===== src/rtl/rlu_pkg.sv =====
package rlu_pkg;

  typedef enum logic [2:0] {
    RG_DIRECT = 3'd0,
    RG_MIRROR = 3'd1,
    RG_LOCK   = 3'd2,
    RG_CFG    = 3'd3,
    RG_BAD    = 3'd4
  } region_e;

  // map the three-bit region field of the address to a region class
  function automatic region_e region_of(input logic [2:0] field);
    case (field)
      3'd0:    return RG_DIRECT;
      3'd2:    return RG_MIRROR;
      3'd3:    return RG_LOCK;
      3'd4:    return RG_CFG;
      default: return RG_BAD;
    endcase
  endfunction

  // bytes of a write that collide with an existing lock
  function automatic logic [3:0] lock_hits(input logic [3:0] locks,
                                           input logic [3:0] strb);
    return locks & strb;
  endfunction

  // lock bits after an accepted mirror write
  function automatic logic [3:0] mirror_lock_next(input logic [3:0] cur,
                                                  input logic [3:0] strb,
                                                  input logic [3:0] prot);
    return cur | (strb & prot);
  endfunction

endpackage


===== src/rtl/rlu_decode.sv =====
module rlu_decode
  import rlu_pkg::*;
#(
  parameter int AW       = 8,
  parameter int NUM_REGS = 4,
  localparam int OFF_W   = AW - 5,
  localparam int IDX_W   = (NUM_REGS > 1) ? $clog2(NUM_REGS) : 1
) (
  input  logic [AW-1:0]    addr,
  output region_e          region,
  output logic [IDX_W-1:0] idx,
  output logic             off_ok
);

  logic [OFF_W-1:0] off;
  logic             aligned;

  assign off     = addr[AW-4:2];
  assign aligned = (addr[1:0] == 2'b00);
  assign region  = region_of(addr[AW-1:AW-3]);
  assign idx     = off[IDX_W-1:0];

  always_comb begin
    case (region)
      RG_DIRECT, RG_MIRROR, RG_LOCK: off_ok = aligned && (32'(off) < NUM_REGS);
      RG_CFG:                        off_ok = aligned && (off == '0);
      default:                       off_ok = 1'b0;
    endcase
  end

endmodule


===== src/rtl/rlu_access_ctrl.sv =====
module rlu_access_ctrl
  import rlu_pkg::*;
(
  input  logic       req_valid,
  input  logic       req_write,
  input  logic       req_user,
  input  logic [3:0] req_strb,
  input  region_e    region,
  input  logic       off_ok,
  input  logic       hard_lock,
  input  logic       user_ok,
  input  logic [3:0] cur_locks,
  input  logic       dn_err,
  output logic       dn_valid,
  output logic       ms_en,
  output logic       lk_wr_en,
  output logic       cfg_wr_en,
  output logic       err,
  output logic       ev_user_block,
  output logic       ev_lock_block,
  output logic       ev_hl_block,
  output logic       ev_decode_err
);

  logic wr, live, reg_space, hits;

  assign wr            = req_valid && req_write;
  assign ev_user_block = wr && req_user && !user_ok;
  assign ev_decode_err = req_valid && !off_ok && !ev_user_block;
  assign live          = req_valid && off_ok && !ev_user_block;
  assign reg_space     = (region == RG_DIRECT) || (region == RG_MIRROR);
  assign hits          = |lock_hits(cur_locks, req_strb);

  assign ev_hl_block   = live && req_write && hard_lock &&
                         ((region == RG_MIRROR) || (region == RG_LOCK));
  assign ev_lock_block = live && req_write && reg_space && hits && !ev_hl_block;

  assign dn_valid  = live && reg_space && !ev_hl_block && !ev_lock_block;
  assign ms_en     = dn_valid && req_write && (region == RG_MIRROR) && !dn_err;
  assign lk_wr_en  = live && req_write && (region == RG_LOCK) && !ev_hl_block;
  assign cfg_wr_en = live && req_write && (region == RG_CFG);

  assign err = ev_user_block || ev_decode_err || ev_hl_block || ev_lock_block ||
               (dn_valid && dn_err);

endmodule


===== src/rtl/rlu_lock_store.sv =====
module rlu_lock_store #(
  parameter int NUM_REGS = 4,
  parameter logic [NUM_REGS*4-1:0] PROT_MASK = '1,
  localparam int NB    = NUM_REGS * 4,
  localparam int IDX_W = (NUM_REGS > 1) ? $clog2(NUM_REGS) : 1
) (
  input  logic             clk,
  input  logic             rst_n,
  input  logic             lk_wr_en,
  input  logic [3:0]       lk_wr_bits,
  input  logic             ms_en,
  input  logic [3:0]       ms_strb,
  input  logic [IDX_W-1:0] idx,
  input  logic             cfg_wr_en,
  input  logic [1:0]       cfg_bits,
  output logic [NB-1:0]    locks,
  output logic             hard_lock,
  output logic             user_ok
);

  for (genvar b = 0; b < NB; b++) begin : g_byte
    localparam int REG  = b / 4;
    localparam int LANE = b % 4;
    if (PROT_MASK[b]) begin : g_prot
      logic q;
      always_ff @(posedge clk) begin
        if (!rst_n)                                          q <= 1'b0;
        else if (lk_wr_en && idx == IDX_W'(REG))             q <= lk_wr_bits[LANE];
        else if (ms_en && idx == IDX_W'(REG) && ms_strb[LANE]) q <= 1'b1;
      end
      assign locks[b] = q;
    end else begin : g_fixed
      assign locks[b] = 1'b0;
    end
  end

  always_ff @(posedge clk) begin
    if (!rst_n) begin
      hard_lock <= 1'b0;
      user_ok   <= 1'b0;
    end else if (cfg_wr_en) begin
      hard_lock <= hard_lock | cfg_bits[0];
      user_ok   <= cfg_bits[1];
    end
  end

endmodule


===== src/rtl/reg_lock_unit.sv =====
module reg_lock_unit
  import rlu_pkg::*;
#(
  parameter int AW       = 8,
  parameter int NUM_REGS = 4,
  parameter logic [NUM_REGS*4-1:0] PROT_MASK = {{(NUM_REGS*4-2){1'b1}}, 2'b00},
  localparam int NB    = NUM_REGS * 4,
  localparam int IDX_W = (NUM_REGS > 1) ? $clog2(NUM_REGS) : 1
) (
  input  logic             clk,
  input  logic             rst_n,
  input  logic             req_valid,
  input  logic             req_write,
  input  logic             req_user,
  input  logic [AW-1:0]    req_addr,
  input  logic [31:0]      req_wdata,
  input  logic [3:0]       req_strb,
  output logic             rsp_valid,
  output logic             rsp_err,
  output logic [31:0]      rsp_rdata,
  output logic             dn_valid,
  output logic             dn_write,
  output logic [IDX_W-1:0] dn_idx,
  output logic [31:0]      dn_wdata,
  output logic [3:0]       dn_strb,
  input  logic [31:0]      dn_rdata,
  input  logic             dn_err
);

  region_e          region;
  logic [IDX_W-1:0] idx;
  logic             off_ok;
  logic [NB-1:0]    locks;
  logic             hard_lock, user_ok;
  logic [3:0]       cur_locks;
  logic             ms_en, lk_wr_en, cfg_wr_en, err;
  logic             ev_user_block, ev_lock_block, ev_hl_block, ev_decode_err;
  logic [31:0]      rdata_nxt;

  rlu_decode #(.AW(AW), .NUM_REGS(NUM_REGS)) u_decode (
    .addr(req_addr), .region(region), .idx(idx), .off_ok(off_ok)
  );

  always_comb begin
    cur_locks = '0;
    for (int r = 0; r < NUM_REGS; r++)
      if (idx == IDX_W'(r)) cur_locks = locks[r*4 +: 4];
  end

  rlu_access_ctrl u_ctrl (
    .req_valid(req_valid), .req_write(req_write), .req_user(req_user),
    .req_strb(req_strb), .region(region), .off_ok(off_ok),
    .hard_lock(hard_lock), .user_ok(user_ok), .cur_locks(cur_locks),
    .dn_err(dn_err), .dn_valid(dn_valid), .ms_en(ms_en), .lk_wr_en(lk_wr_en),
    .cfg_wr_en(cfg_wr_en), .err(err), .ev_user_block(ev_user_block),
    .ev_lock_block(ev_lock_block), .ev_hl_block(ev_hl_block),
    .ev_decode_err(ev_decode_err)
  );

  rlu_lock_store #(.NUM_REGS(NUM_REGS), .PROT_MASK(PROT_MASK)) u_store (
    .clk(clk), .rst_n(rst_n), .lk_wr_en(lk_wr_en), .lk_wr_bits(req_wdata[3:0]),
    .ms_en(ms_en), .ms_strb(req_strb), .idx(idx), .cfg_wr_en(cfg_wr_en),
    .cfg_bits(req_wdata[1:0]), .locks(locks), .hard_lock(hard_lock),
    .user_ok(user_ok)
  );

  assign dn_write = req_write;
  assign dn_idx   = idx;
  assign dn_wdata = req_wdata;
  assign dn_strb  = req_strb;

  always_comb begin
    rdata_nxt = '0;
    if (!err && !req_write) begin
      case (region)
        RG_DIRECT, RG_MIRROR: rdata_nxt = dn_rdata;
        RG_LOCK:              rdata_nxt = {28'd0, cur_locks};
        RG_CFG:               rdata_nxt = {30'd0, user_ok, hard_lock};
        default:              rdata_nxt = '0;
      endcase
    end
  end

  always_ff @(posedge clk) begin
    if (!rst_n) begin
      rsp_valid <= 1'b0;
      rsp_err   <= 1'b0;
      rsp_rdata <= '0;
    end else begin
      rsp_valid <= req_valid;
      rsp_err   <= req_valid && err;
      rsp_rdata <= req_valid ? rdata_nxt : '0;
    end
  end

  // one response per request, next cycle
  a_r1_rsp_follows: assert property (@(posedge clk) disable iff (!rst_n)
    req_valid |=> rsp_valid);
  a_r1_no_stray_rsp: assert property (@(posedge clk) disable iff (!rst_n)
    !req_valid |=> !rsp_valid);
  // bytes outside the mask never hold a lock
  a_r3_unprot_zero: assert property (@(posedge clk) disable iff (!rst_n)
    (locks & ~PROT_MASK) == '0);
  // reads never move a lock
  a_r4_read_keeps_locks: assert property (@(posedge clk) disable iff (!rst_n)
    (req_valid && !req_write) |=> $stable(locks));
  // a colliding write is not forwarded and errors
  a_r5_block_no_fwd: assert property (@(posedge clk) disable iff (!rst_n)
    ev_lock_block |-> !dn_valid);
  a_r5_block_errs: assert property (@(posedge clk) disable iff (!rst_n)
    ev_lock_block |=> rsp_err);
  // hard lock sticky and freezes locks
  a_r7_hl_sticky: assert property (@(posedge clk) disable iff (!rst_n)
    hard_lock |=> hard_lock);
  a_r7_locks_frozen: assert property (@(posedge clk) disable iff (!rst_n)
    hard_lock |=> $stable(locks));
  // decode errors never reach the peripheral
  a_r8_decode_no_fwd: assert property (@(posedge clk) disable iff (!rst_n)
    ev_decode_err |-> !dn_valid);
  // blocked user writes error and do not forward
  a_r9_user_block: assert property (@(posedge clk) disable iff (!rst_n)
    ev_user_block |-> (!dn_valid ##1 rsp_err));
  // peripheral errors pass through
  a_r10_dn_err_pass: assert property (@(posedge clk) disable iff (!rst_n)
    (dn_valid && dn_err) |=> rsp_err);

endmodule


===== config.mk =====
export PLATFORM = sky130hd
export DESIGN_NAME = reg_lock_unit
export DESIGN_NICKNAME = d
export VERILOG_FILES = /design/src/rtl/rlu_pkg.sv /design/src/rtl/rlu_decode.sv /design/src/rtl/rlu_access_ctrl.sv /design/src/rtl/rlu_lock_store.sv /design/src/rtl/reg_lock_unit.sv
export SDC_FILE = /design/constraint.sdc
export NUM_CORES = 1
export LEC_CHECK = 0
export ABC_AREA = 1
export BUFFER_PORTS_ARGS = -buffer_cell sky130_fd_sc_hd__clkbuf_2
export CORE_UTILIZATION = 42
export CTS_CLUSTER_DIAMETER = 30
export CTS_CLUSTER_SIZE = 10
export DETAILED_ROUTE_END_ITERATION = 12
export PLACE_DENSITY = 0.87
export REMOVE_ABC_BUFFERS = 1
export SYNTH_ARGS = -nofsm -noshare
export SYNTH_HDL_FRONTEND = slang
export SYNTH_SLANG_ARGS = --single-unit

===== constraint.sdc =====
create_clock -name clk -period 2.4 [get_ports clk]
set_input_delay 0.48 -clock clk [delete_from_list [all_inputs] [get_ports clk]]
set_output_delay 0.48 -clock clk [all_outputs]
set_load 0.01 [all_outputs]

### After elaboration in Yosys (flattened, before gate mapping)

Index checks and enable logic that the tools add are counted.

* memories: 0
* flip-flop bits (word level): 50
* bits in latches: 0
* bits in read-only memories: 0
* RAM bits: 0
* logic and storage cells: 152

* multipliers: 0
* add/subtract/negate cells: 0
* multiplexer cells: 35
* bitwise gates (word level): 2
* reductions and logical operators: 86
* $lt $le $gt $ge: 1
* divide/modulo/power cells: 0
* shift-type cells: 0
* equal/unequal tests: 9

Operator list (count)
* one-hot mux 32 bit (3 select lines): 1
* logical AND 1 bit: 49
* two-way mux 1 bit: 28
* nonzero test 2 bit: 14
* two-way mux 4 bit: 4
* equality test 3 x 2 -> 1 bit, second input constant: 4
* one-hot mux 3 bit (4 select lines): 1
* logical NOT 3 bit: 3
* logical NOT 1 bit: 8
* logical OR 1 bit: 6
* AND 4 bit: 1
* equality test 2 bit, second input constant: 2
* logical NOT 2 bit: 2
* OR reduction 4 bit: 1
* equality test 3 x 1 -> 1 bit, second input constant: 1
* equality test 3 bit, second input constant: 1
* < comparator 3 bit, second input constant: 1
* AND reduction 3 bit: 1
* OR reduction 3 bit: 1
* equality test 2 x 1 -> 1 bit, second input constant: 1
* one-hot mux 1 bit (2 select lines): 1
* OR reduction 2 bit: 1
* OR 1 bit: 1

### Logic depth before layout (Yosys ltp)

* depth after elaboration: 21
* depth in mapped cells: 12
* gate-level depth less buffers: 12

### By module

A second synthesis with hierarchy kept.

* cell total of the unflattened synthesis: 406
* area total of the unflattened synthesis: 2693.8 um^2

By module, submodules not included
* reg_lock_unit: cells each 195, times used 1, area an instance 1496.4 um^2
* rlu_lock_store: cells each 141, times used 1, area an instance 884.6 um^2
* rlu_access_ctrl: cells each 49, times used 1, area an instance 219.0 um^2
* rlu_decode: cells each 21, times used 1, area an instance 93.8 um^2

### Least setup slack after synthesis

OpenSTA, ideal clock, no wires.

* path type: input to output
* start: input port req_addr[3]
* end: output port dn_valid
* slack: 0.375 ns
* arrival: 1.545 ns
* stages on the path: 8
* data required time: 1.920 ns
* cell sequence: buf_6 > nor2_2 > nor2_2 > nor2_4 > nand3_1 > nor2_2 > a21oi_4 > buf_6

* cells in the longest elaborated chain, start to end: 12
* elaborated cells on any way between the ends: 28

Ends and longest elaborated chain
* start: declaration: line reg_lock_unit.sv:15 `input logic [AW-1:0] req_addr,`
* < comparator 3 bit / logical NOT 3 bit (equally long branches): line rlu_decode.sv:25, rlu_decode.sv:26
* logical AND 1 bit, on equally long branches: line rlu_decode.sv:25, rlu_decode.sv:26
* one-hot mux 1 bit (2 select lines): line rlu_decode.sv:24 `case (region)`
* logical AND 1 bit (2 in series): line rlu_access_ctrl.sv:30 `assign live = req_valid && off_ok && !ev_user_block;`
* logical AND 1 bit: line rlu_access_ctrl.sv:34, rlu_access_ctrl.sv:36
* logical AND 1 bit (2 in series): line rlu_access_ctrl.sv:34 `assign ev_hl_block = live && req_write && hard_lock &&`
* logical NOT 1 bit: line rlu_access_ctrl.sv:36, rlu_access_ctrl.sv:38
* logical AND 1 bit: line rlu_access_ctrl.sv:36 `assign ev_lock_block = live && req_write && reg_space && hits && !ev_hl_block;`
* logical NOT 1 bit: line rlu_access_ctrl.sv:38 `assign dn_valid = live && reg_space && !ev_hl_block && !ev_lock_block;`
* logical AND 1 bit (*): line rlu_access_ctrl.sv:38
* end: declaration: line reg_lock_unit.sv:21 `output logic dn_valid,`

Every way passes the cells marked *; elsewhere a longest branch is shown, timed or not.

### Final worst setup path

Ends and elaborated chain as after synthesis.

==> results.py <==
metrics = {
    "clock_tree": {
        "cts.sinks": 50,
        "holdBufCountCts": 0,
        "cts.clk_slew.worst_paths_ps": 80,
        "cts_buffer_depth": 2,
        "cts_tree": "built",
        "clk_latency_ps": 300,
        "root_buffer": "clkbuf_8",
        "numCtsBuffers": 5,
        "htree_levels": 2,
    },
    "sta": {
        "worst_pin_slew_ps": 501,
        "rsz0062_at_grt": "false",
        "max_slew_margin_pct": 66.5,
        "setup_viol": 0,
        "max_freq_mhz": 441,
        "final.setup.tns_ps": 0,
        "slew_viol_final": 0,
        "finalClockSkew_ps": 6.96,
        "setup_ws_ps": 134,
        "finalCriticalPeriod_ps": 2270,
        "fin_crit_sh_pct": 94.4,
        "hold_violations": 0,
    },
    "logic_synthesis": {
        "yosys.area_share.simple_pct": 29.6,
        "synth.area.top_cells": "dfxtp_1, buf_4, nand2_1, nor2_1, nand4_1",
        "synth-seq-area-share_pct": 41.2,
        "ys_types": 28,
        "synthAdderAreaFrac_pct": 0,
        "netlist_instances": 322,
        "syn_area_per_cell_um2": 7.54,
        "synth_seq_cells": 50,
        "synth_xor_xnor_area_share_pct": 0,
        "synth_top_cell_by_area": "dfxtp_1",
        "synth.top_cell.area_share_pct": 41.2,
        "muxShareOfSynthArea_pct": 0,
        "synth_top_family_by_area": "simple AND/OR/NAND/NOR gates",
        "yosys_warnings": 0,
        "syn-cell-area_mm2": 0.00243,
        "synth_compound_area_share_pct": 10.3,
    },
    "run": {
        "maxCapViolCount": 0,
    },
    "critical_path": {
        "path_class": "input pin to output port",
        "crit_path_start_kind": "input pin",
        "critPathCaptureType": "output port",
        "critical_path_arrival_ps": 1790,
        "critPathRequiredTime_ps": 1920,
        "cp_max_fo": 11,
    },
    "floorplanning": {
        "die_h_um": 78.0,
        "die_w_um": 78.0,
        "rows": 27,
        "io-pin-count": 156,
        "die-area_mm2": 0.00609,
        "initial_core_util_pct": 43.8,
        "coreArea_mm2": 0.00554,
    },
    "grt": {
        "grt_pass1_vias": 2026,
        "grt_pass1_wl_mm": 10.5,
        "grt-ovfl-total": 0,
        "grt_max_degree": 33,
        "grt_antenna_before_repair": 0,
        "grt_use_total_pct": 22.4,
    },
    "layout": {
        "mostFrequentLayoutCell": "clkbuf_2",
        "fin_nets": 466,
        "diodes": 0,
        "layout_common_cells": "clkbuf_2, nand2_1, dfxtp_1",
        "layout-area-overhead-vs-synth_pct": 15.8,
        "drive_above_1_share_pct": 35.2,
    },
    "detailed_routing": {
        "wire_per_inst_um": 14.8,
        "dr.pass1.iters": 4,
        "drtIter0Drc": 117,
        "antenna_left": 0,
        "routed_wl_mm": 6.76,
        "vias": 2326,
        "via_per_inst": 5.10,
        "drcViolationCount": 0,
    },
    "placed_design": {
        "port_buffers": 99,
        "dp_slack_ps": 110,
        "place_hpwl_mm": 5.20,
        "finalWeightedCongestion": 0.936,
    },
    "run_status": {
        "status": "finished clean",
    },
    "power_and_ir_drop": {
        "leakage_uw": 0.00131,
        "ir_worst_vdd_mv": 0.283,
        "p_per_area_mw_per_mm2": 575,
    },
    "min_path": {
        "hold_path_class": "input pin to flip-flop",
    },
}
[cell families (layout without fill, tap and decap cells)]
group                  count (synthesis)  after routing
flip-flops                            50             50
buffers and inverters                 74            136
AND/OR/NAND/NOR                      155            155
AO/OA/AOI/OAI                         43             43
[layer usage]
metal / global-route usage, % / share of wire [%]
met1: 27.7 / 40
met2: 33.3 / 44
met4: 4.81 / 0.68
met5: 8.18 / 0.49
met3: 12.2 / 15
[worst max-delay path, cell delays in order]
cell and delay, ps:
clkbuf_2 180, nor2_2 280, nor2_2 90, nor2_4 120, nand3_1 190, nor2_4 210
a21oi_4 90, clkbuf_2 140
[metrics by stage]
step                utilization (%)  hold slack [ps]  power (µW)  std cells  area (µm²)
floorplan                         -              473         943        273        2060
global placement               48.7              500        1050        449        2700
detailed placement             48.7              504        1050        449        2700
CTS                            50.7              375        1630        456        2810
global route                   50.7              378        1680        456        2810
finish                         50.7              385        1620        456        2810
[final timing paths]
kind / from / to / slack (ps) / cells past startpoint
max: req_addr[3] / dn_valid / 130 / 8
max reg2reg: u_store.g_byte[3].g_prot.q$_SDFFE_PN0P_ / rsp_rdata[16]$_SDFF_PN0_ / 580 / 9
min: dn_rdata[28] / rsp_rdata[28]$_SDFF_PN0_ / 390 / 3
min reg2reg: u_store.g_byte[10].g_prot.q$_SDFFE_PN0P_ / u_store.g_byte[10].g_prot.q$_SDFFE_PN0P_ / 520 / 2
[sequential cells by signal (all words and copies together) (netlist names)]
register                 flops
rsp_rdata                   32
rsp_valid                    1
u_store.hard_lock            1
u_store.user_ok              1
u_store.g_byte.g_prot.q     14
rsp_err                      1
[Yosys cell counts (all sizes together)]
master   instances
a21oi           19
inv             21
a22oi            2
clkbuf           3
dfxtp           50
nand4           19
nor2            62
nor3             1
nor4             1
buf             46
o2111ai          1
or2              1
nand2           63
nand3            8
o21ai           20
clkinv           4
a21boi           1
[what timing repair did]
item,CTS,global route
resized for setup,0,1
endpoints found under the hold margin,0,0
endpoints found under the setup margin,0,1
setup buffers,0,0
[where the power goes]
group	internal [µW]	total (µW)	leakage, µW	switching, µW
logic	76.8	198	0.000852	122
clock network	307	580	0.0000542	274
registers	835	837	0.000404	1.72
[area by class of cell]
| cell class | count | area, µm² |
|---|---|---|
| clock buffer | 5 | 68.8 |
| clock inverter | 2 | 38.8 |
| fill | 533 | 2730 |
| inverter | 25 | 95.1 |
| multi-input combinational | 198 | 972 |
| sequential | 50 | 1000 |
| tap | 72 | 90.1 |
| timing repair buffer | 104 | 546 |
(Power assumes the default switching activity.)
